## src/rtl/fpx_pkg.sv

```systemverilog
package fpx_pkg;
  localparam int NFLAG = 5;
  localparam int FTT_W = 3;

  localparam int B_NV = 4;
  localparam int B_OF = 3;
  localparam int B_UF = 2;
  localparam int B_DZ = 1;
  localparam int B_NX = 0;

  localparam logic [NFLAG-1:0] NX_ONLY = NFLAG'(1) << B_NX;

  typedef enum logic [FTT_W-1:0] {
    FTT_NONE  = 3'd0,
    FTT_IEEE  = 3'd1,
    FTT_UNFIN = 3'd2,
    FTT_UNIMP = 3'd3,
    FTT_SEQ   = 3'd4,
    FTT_HWERR = 3'd5
  } ftt_e;

  typedef enum logic [1:0] {
    M_NORMAL = 2'd0,
    M_PEND   = 2'd1,
    M_EXC    = 2'd2
  } mode_e;
endpackage

```

## src/rtl/fpx_classify.sv

```systemverilog
module fpx_classify
  import fpx_pkg::*;
(
  input  logic             ns_mode,
  input  logic [NFLAG-1:0] mask,
  input  logic             c_nv,
  input  logic             c_of,
  input  logic             c_tiny,
  input  logic             c_dz,
  input  logic             c_nx,
  input  logic             c_denorm,
  input  logic             c_unfin,
  input  logic             c_unimp,
  output logic             trap,
  output ftt_e             ftt_code,
  output logic             cexc_we,
  output logic [NFLAG-1:0] cexc_new,
  output logic [NFLAG-1:0] acc
);
  logic [NFLAG-1:0] raw;
  logic [NFLAG-1:0] prim;
  logic [NFLAG-1:0] armed;
  logic [NFLAG-1:0] pick;
  logic             found;
  logic             unfin_hit;
  logic             nx_trap;

  always_comb begin
    raw       = '0;
    raw[B_NV] = c_nv;
    raw[B_OF] = c_of;
    raw[B_UF] = ns_mode & c_tiny;
    raw[B_DZ] = c_dz;
    raw[B_NX] = c_nx | (ns_mode & (c_denorm | c_tiny));
  end

  assign unfin_hit = c_unfin | (~ns_mode & (c_tiny | c_denorm));
  assign prim      = raw & ~NX_ONLY;
  assign armed     = prim & mask;

  always_comb begin
    pick  = '0;
    found = 1'b0;
    for (int i = NFLAG-1; i >= 0; i--) begin
      if (armed[i] && !found) begin
        pick[i] = 1'b1;
        found   = 1'b1;
      end
    end
  end

  assign nx_trap = ~found & raw[B_NX] & mask[B_NX];

  always_comb begin
    trap     = 1'b0;
    ftt_code = FTT_NONE;
    cexc_we  = 1'b0;
    cexc_new = '0;
    acc      = '0;
    if (c_unimp) begin
      trap     = 1'b1;
      ftt_code = FTT_UNIMP;
    end else if (unfin_hit) begin
      trap     = 1'b1;
      ftt_code = FTT_UNFIN;
    end else if (found) begin
      trap     = 1'b1;
      ftt_code = FTT_IEEE;
      cexc_we  = 1'b1;
      cexc_new = pick;
    end else if (nx_trap) begin
      trap     = 1'b1;
      ftt_code = FTT_IEEE;
      cexc_we  = 1'b1;
      cexc_new = NX_ONLY;
    end else begin
      cexc_we  = 1'b1;
      cexc_new = raw;
      acc      = raw;
    end
  end


  always_comb begin
    if (cexc_we && !ns_mode) begin
      std_no_uf_chk: assert (!cexc_new[B_UF]);
    end
  end
endmodule

```

## src/rtl/fpx_status_regs.sv

```systemverilog
module fpx_status_regs
  import fpx_pkg::*;
(
  input  logic             clk,
  input  logic             rst_n,
  input  logic             ftt_we,
  input  ftt_e             ftt_d,
  input  logic             cexc_we,
  input  logic [NFLAG-1:0] cexc_d,
  input  logic [NFLAG-1:0] aexc_or,
  output ftt_e             ftt_q,
  output logic [NFLAG-1:0] cexc_q,
  output logic [NFLAG-1:0] aexc_q
);
  ftt_e             ftt_n;
  logic [NFLAG-1:0] cexc_n;
  logic [NFLAG-1:0] aexc_n;

  always_comb begin
    ftt_n  = ftt_we  ? ftt_d  : ftt_q;
    cexc_n = cexc_we ? cexc_d : cexc_q;
    aexc_n = aexc_q | aexc_or;
  end

  always_ff @(posedge clk or negedge rst_n) begin
    if (!rst_n) begin
      ftt_q  <= FTT_NONE;
      cexc_q <= '0;
      aexc_q <= '0;
    end else begin
      ftt_q  <= ftt_n;
      cexc_q <= cexc_n;
      aexc_q <= aexc_n;
    end
  end


  aexc_sticky_chk: assert property (@(posedge clk) disable iff (!rst_n)
    1'b1 |=> ((aexc_q & $past(aexc_q)) == $past(aexc_q)));
endmodule

```

## src/rtl/fpx_mode_fsm.sv

```systemverilog
module fpx_mode_fsm
  import fpx_pkg::*;
(
  input  logic  clk,
  input  logic  rst_n,
  input  logic  trap_req,
  input  logic  ack,
  input  logic  q_empty,
  output mode_e st
);
  mode_e st_n;

  always_comb begin
    st_n = st;
    unique case (st)
      M_NORMAL: if (trap_req) st_n = M_PEND;
      M_PEND:   if (ack)      st_n = M_EXC;
      M_EXC:    if (q_empty)  st_n = M_NORMAL;
      default:                st_n = M_NORMAL;
    endcase
  end

  always_ff @(posedge clk or negedge rst_n) begin
    if (!rst_n) st <= M_NORMAL;
    else        st <= st_n;
  end


  pend_hold_chk: assert property (@(posedge clk) disable iff (!rst_n)
    (st == M_PEND && !ack) |=> (st == M_PEND));

  exc_hold_chk: assert property (@(posedge clk) disable iff (!rst_n)
    (st == M_EXC && !q_empty) |=> (st == M_EXC));
endmodule

```

## src/rtl/fp_exc_resolver.sv

```systemverilog
module fp_exc_resolver
  import fpx_pkg::*;
(
  input  logic             clk,
  input  logic             rst_n,
  input  logic             rnd_vld,
  input  logic             rnd_nv,
  input  logic             rnd_of,
  input  logic             rnd_tiny,
  input  logic             rnd_dz,
  input  logic             rnd_nx,
  input  logic             rnd_denorm,
  input  logic             rnd_unfin,
  input  logic             rnd_unimp,
  input  logic [NFLAG-1:0] trap_mask,
  input  logic             ns_mode,
  input  logic             fp_issue,
  input  logic             fp_issue_store,
  input  logic             qdrain_issue,
  input  logic             exc_ack,
  input  logic             queue_empty,
  output logic [NFLAG-1:0] cexc,
  output logic [NFLAG-1:0] aexc,
  output logic [FTT_W-1:0] ftt,
  output logic             exc_pending,
  output logic             exc_mode
);
  mode_e            st;
  logic             cls_trap;
  ftt_e             cls_ftt;
  logic             cls_cexc_we;
  logic [NFLAG-1:0] cls_cexc;
  logic [NFLAG-1:0] cls_acc;
  logic             in_norm;
  logic             take_rnd;
  logic             seq_norm;
  logic             seq_exc;
  logic             trap_req;
  logic             ftt_we;
  ftt_e             ftt_d;
  logic             cexc_we;
  logic [NFLAG-1:0] aexc_or;
  ftt_e             ftt_q;

  fpx_classify u_cls (
    .ns_mode  (ns_mode),
    .mask     (trap_mask),
    .c_nv     (rnd_nv),
    .c_of     (rnd_of),
    .c_tiny   (rnd_tiny),
    .c_dz     (rnd_dz),
    .c_nx     (rnd_nx),
    .c_denorm (rnd_denorm),
    .c_unfin  (rnd_unfin),
    .c_unimp  (rnd_unimp),
    .trap     (cls_trap),
    .ftt_code (cls_ftt),
    .cexc_we  (cls_cexc_we),
    .cexc_new (cls_cexc),
    .acc      (cls_acc)
  );

  always_comb begin
    in_norm  = (st == M_NORMAL);
    take_rnd = in_norm & rnd_vld;
    seq_norm = in_norm & qdrain_issue & ~(take_rnd & cls_trap);
    seq_exc  = (st == M_EXC) & fp_issue & ~fp_issue_store;
    trap_req = (take_rnd & cls_trap) | seq_norm;
    ftt_we   = take_rnd | seq_norm | seq_exc;
    ftt_d    = (seq_norm | seq_exc) ? FTT_SEQ : cls_ftt;
    cexc_we  = take_rnd & cls_cexc_we;
    aexc_or  = take_rnd ? cls_acc : '0;
  end

  fpx_status_regs u_regs (
    .clk     (clk),
    .rst_n   (rst_n),
    .ftt_we  (ftt_we),
    .ftt_d   (ftt_d),
    .cexc_we (cexc_we),
    .cexc_d  (cls_cexc),
    .aexc_or (aexc_or),
    .ftt_q   (ftt_q),
    .cexc_q  (cexc),
    .aexc_q  (aexc)
  );

  fpx_mode_fsm u_fsm (
    .clk      (clk),
    .rst_n    (rst_n),
    .trap_req (trap_req),
    .ack      (exc_ack),
    .q_empty  (queue_empty),
    .st       (st)
  );

  assign ftt         = ftt_q;
  assign exc_pending = (st == M_PEND);
  assign exc_mode    = (st == M_EXC);


  ieee_onehot_chk: assert property (@(posedge clk) disable iff (!rst_n)
    (ftt_q == FTT_IEEE) |-> $onehot(cexc));

  pend_type_chk: assert property (@(posedge clk) disable iff (!rst_n)
    exc_pending |-> (ftt_q != FTT_NONE));

  trap_aexc_chk: assert property (@(posedge clk) disable iff (!rst_n)
    (take_rnd && cls_trap) |=> $stable(aexc));

  late_ignore_chk: assert property (@(posedge clk) disable iff (!rst_n)
    (!in_norm && !seq_exc) |=> ($stable(cexc) && $stable(aexc) && $stable(ftt_q)));
endmodule

```

## config.mk

```make
export PLATFORM = sky130hd
export DESIGN_NAME = fp_exc_resolver
export DESIGN_NICKNAME = d
export VERILOG_FILES = /design/src/rtl/fpx_pkg.sv /design/src/rtl/fpx_classify.sv /design/src/rtl/fpx_status_regs.sv /design/src/rtl/fpx_mode_fsm.sv /design/src/rtl/fp_exc_resolver.sv
export SDC_FILE = /design/constraint.sdc
export NUM_CORES = 1
export LEC_CHECK = 0
export BUFFER_PORTS_ARGS = -buffer_cell sky130_fd_sc_hd__buf_2
export CAP_MARGIN = 15
export CORE_MARGIN = 5
export CORE_UTILIZATION = 40
export DETAILED_ROUTE_END_ITERATION = 8
export GPL_TIMING_DRIVEN = 0
export PLACE_DENSITY = 0.76
export REMOVE_ABC_BUFFERS = 1
export SLEW_MARGIN = 20
export SYNTH_ARGS = -nofsm -noshare
export SYNTH_HDL_FRONTEND = slang
export SYNTH_HIERARCHICAL = 1
export SYNTH_SLANG_ARGS = --single-unit
```

## constraint.sdc

```tcl
create_clock -name clk -period 2.5 [get_ports clk]
set_input_delay 0.125 -clock clk [delete_from_list [all_inputs] [get_ports clk]]
set_output_delay 0.125 -clock clk [all_outputs]
set_load 0.03 [all_outputs]
```

==> key figures <==
Yosys
  – Post-synthesis compound-gate area fraction: 16.3%
  – Synth Area in Adders: 0%
  – Post-Synthesis Cells: 95
  – Post-synthesis simple-gate area fraction: a little under a third
  – Largest family of logic cells by synthesized area: simple AND/OR/NAND/NOR gates
  – Number of flops mapped to enable cells by yosys: 0
  – Unique masters post-synth: 37
  – Avg Cell Area, Syn: 10.1 sq um
  – Synth area leader: dfrtp_1
  – Area contributors post-synth: dfrtp_1 39%, mux2_2 9.4%, nor3_1 4.2%
  – Post-Synth XOR/XNOR Area: 0%
  – Sequential fraction of the synthesis area: roughly two fifths
  – Main synth FF type: dfrtp_1
  – Synth top area share: 39.1%
  – Post-synthesis mux area share: under 10%
  – Synth Cell Area: 961 sq um
  – Synthesis-stage register bit count: 15
  – Warnings from Yosys: 6
  – FFs w/ async S/R, synth: between 90% and 100%

Floorplan
  – Initial core utilization: ~43%
  – Die H: 59.0 um
  – Num rows: 17
  – Die W: 59.0 um
  – DIE AREA: 3480 sq um
  – Core area: 2250 sq um
  – Num ports: 37

Power and ir drop
  – NetSw: 0.427 mW
  – Flop pwr share: 38.4%
  – Comb pwr share: 47.5%
  – Final Total Pwr: slightly below 1 mW
  – Clock power share: around 14%
  – Max VDD drop: 0.456 mV
  – Int Pwr: 0.559 mW
  – P per Cell Area: 818 nW/um^2
  – Leak: 0.629 nW
  – Switching Share: 43.3%

STA
  – Fin worst setup slack: 0.862 ns
  – Fin. Hold Viols: 0
  – Final Max Tran Viols: 0
  – Setup violators final: 0
  – Unrepaired setup endpoints after global routing: false
  – Fin crit share: 65.5%
  – Worst Skew: 0.00119 ns
  – Minimum clock period: 1.64 ns
  – Sum of negative setup slack: 0 ns
  – Hold_ws: 0.0803 ns
  – FMAX: 0.611 GHz

Finish
  – Most frequent cells in the layout: 36 x buf_2, 15 x dfrtp_1, 8 x inv_1, 8 x nor3_1, 8 x mux2_2
  – Fin area: between 1000 and 1500 sq um
  – Area growth, synth to finish: 25.4%
  – Layout cells sized above 1: 45.9%
  – Nets: 158
  – Most common cell after layout, fill and taps aside: buf_2
  – Non-Filler Instances: 163
  – Final Core Density: 53.4%
  – Antenna cells: 0

Global routing
  – First-pass GRT wire length: 3610 um
  – Pin count of the biggest net entering global routing: 16
  – Total GRT Usage: 13.2%
  – Total gr overflow: 0
  – Initial antenna violation count: 0
  – Vias in the first global route: 837

Detailed routing
  – 1st-iter DRT viols: 10
  – DRT Pass-1 Iters: 3
  – Post-route DRC: 0
  – Vias: 842
  – WL final: 2140 um
  – Wirelength per Cell: roughly 13 um
  – DR vias/cell: 5.17
  – Final ANT Viol Nets: 0

Placement
  – Dpl hpwl: 1720 um
  – Port Buffers: 36
  – Routability cong.: 0.779
  – Cell count after placement: 158
  – Area post-placement: 1170 sq um
  – Setup WS pre-CTS: 0.822 ns

Job
  – Max-cap violations: 0

Critical path
  – Worst-path maximum fanout: 10
  – Setup crit end kind: flip-flop
  – Crit path largest cell delay: ~0.50 ns
  – Kind of critical path: flip-flop to flip-flop
  – CP top delay family: simple AND/OR/NAND/NOR gates
  – Critical Path AT: 1.81 ns
  – CP required: between 2 and 3 ns
  – Slowest CP cell: dfrtp_1
  – Critical Path Start Type: flip-flop
  – Sequence of cells on the critical path: nor2_2, and3_1, mux2_2
  – WP buf/inv: 0

Clock network
  – CTS buffer count: 3
  – CTS tree: yes
  – Sink Count: 15
  – Clk buf depth: 2
  – Clk Latency, worst-skew pair: about 0.28 ns
  – H-tree Lvls: 1
  – Reg clk slew, reported paths: 0.09 ns
  – CTS root buffer: clkbuf_4

Run status
  – Status: finished, final reports clean

Hold path
  – Worst hold path type: input pin to flip-flop
==> cell families after synthesis <==
kind of cell	count (synthesis)
and+or+nand+nor	44
AOI/OAI and AO/OA	18
DFF	15
buffers and inverters	9
muxes	8
other	1
==> registers in the layout, summed over array words and instances, names as in the netlist <==
register       count
u_regs/aexc_q      5
u_regs/ftt_q       3
u_fsm/st           2
u_regs/cexc_q      5
==> area by class of cell <==
type / count / area (sq um)
sequential: 15 / 375
tap: 28 / 35.0
inverter: 8 / 30.0
timing repair buffer: 37 / 190
fill: 234 / 1050
clock buffer: 4 / 26.3
multi-input combinational: 71 / 548
==> routing by layer <==
metal | wire length [um] | global-route usage, % | vias to the layer above | share of wire (%)
met1 | 890 | 15.1 | 402 | 42
met2 | 1150 | 23.8 | 12 | 54
met3 | 87 | 3.05 | 2 | 4.1
met5 | 0 | 0 | - | 0
met4 | 12 | 4.85 | 0 | 0.56
li1 | - | - | 426 | -
==> worst reg2reg max path, stage by stage, from the launching register on <==
cell and delay [ns]:
dfrtp_1 0.50, nor2_2 0.30, and3_1 0.36, mux2_2 0.37
==> power groups by stage <==
| stage | clock (mW) | combinational [mW] | sequential (mW) |
|---|---|---|---|
| after detailed placement | 0 | 0.470 | 0.387 |
| final | 0.139 | 0.468 | 0.379 |
| after floorplan | 0 | 0.214 | 0.497 |
| after global routing | 0.161 | 0.503 | 0.392 |
| after CTS | 0.148 | 0.473 | 0.383 |
| after global placement | 0 | 0.463 | 0.383 |
==> final timing paths <==
| kind | start | to | slack, ns | cells past startpoint |
|---|---|---|---|---|
| setup reg to reg | u_fsm/st[0] | u_regs/cexc_q[3] | 0.86 | 3 |
| setup / recovery | u_fsm/st[0] | u_regs/cexc_q[3] | 0.86 | 3 |
| min in group asynchronous | rst_n | u_regs/aexc_q[0] | 0.27 | 2 |
| hold / removal | exc_ack | u_fsm/st[1] | 0.08 | 3 |
| hold reg to reg | u_regs/aexc_q[4] | u_regs/aexc_q[4] | 0.46 | 1 |
| max in group asynchronous | rst_n | u_regs/cexc_q[4] | 1.98 | 2 |
==> synthesized netlist by cell type, drive strengths merged, types with 2 or more instances <==
| cell | count |
|---|---|
| dfrtp | 15 |
| nor2 | 5 |
| nand3b | 2 |
| nor3 | 8 |
| nor4 | 2 |
| nand4 | 2 |
| and3 | 6 |
| a211oi | 2 |
| inv | 8 |
| a311oi | 2 |
| nand2 | 4 |
| mux2 | 8 |
| a21oi | 4 |
| nand2b | 5 |
| or2 | 6 |
==> repair_timing <==
action,CTS,global route
buffers inserted,0,0
hold endpoints to repair,15,0
gates resized for setup,0,0
hold buffers,1,0
(Power assumes the default switching activity.)
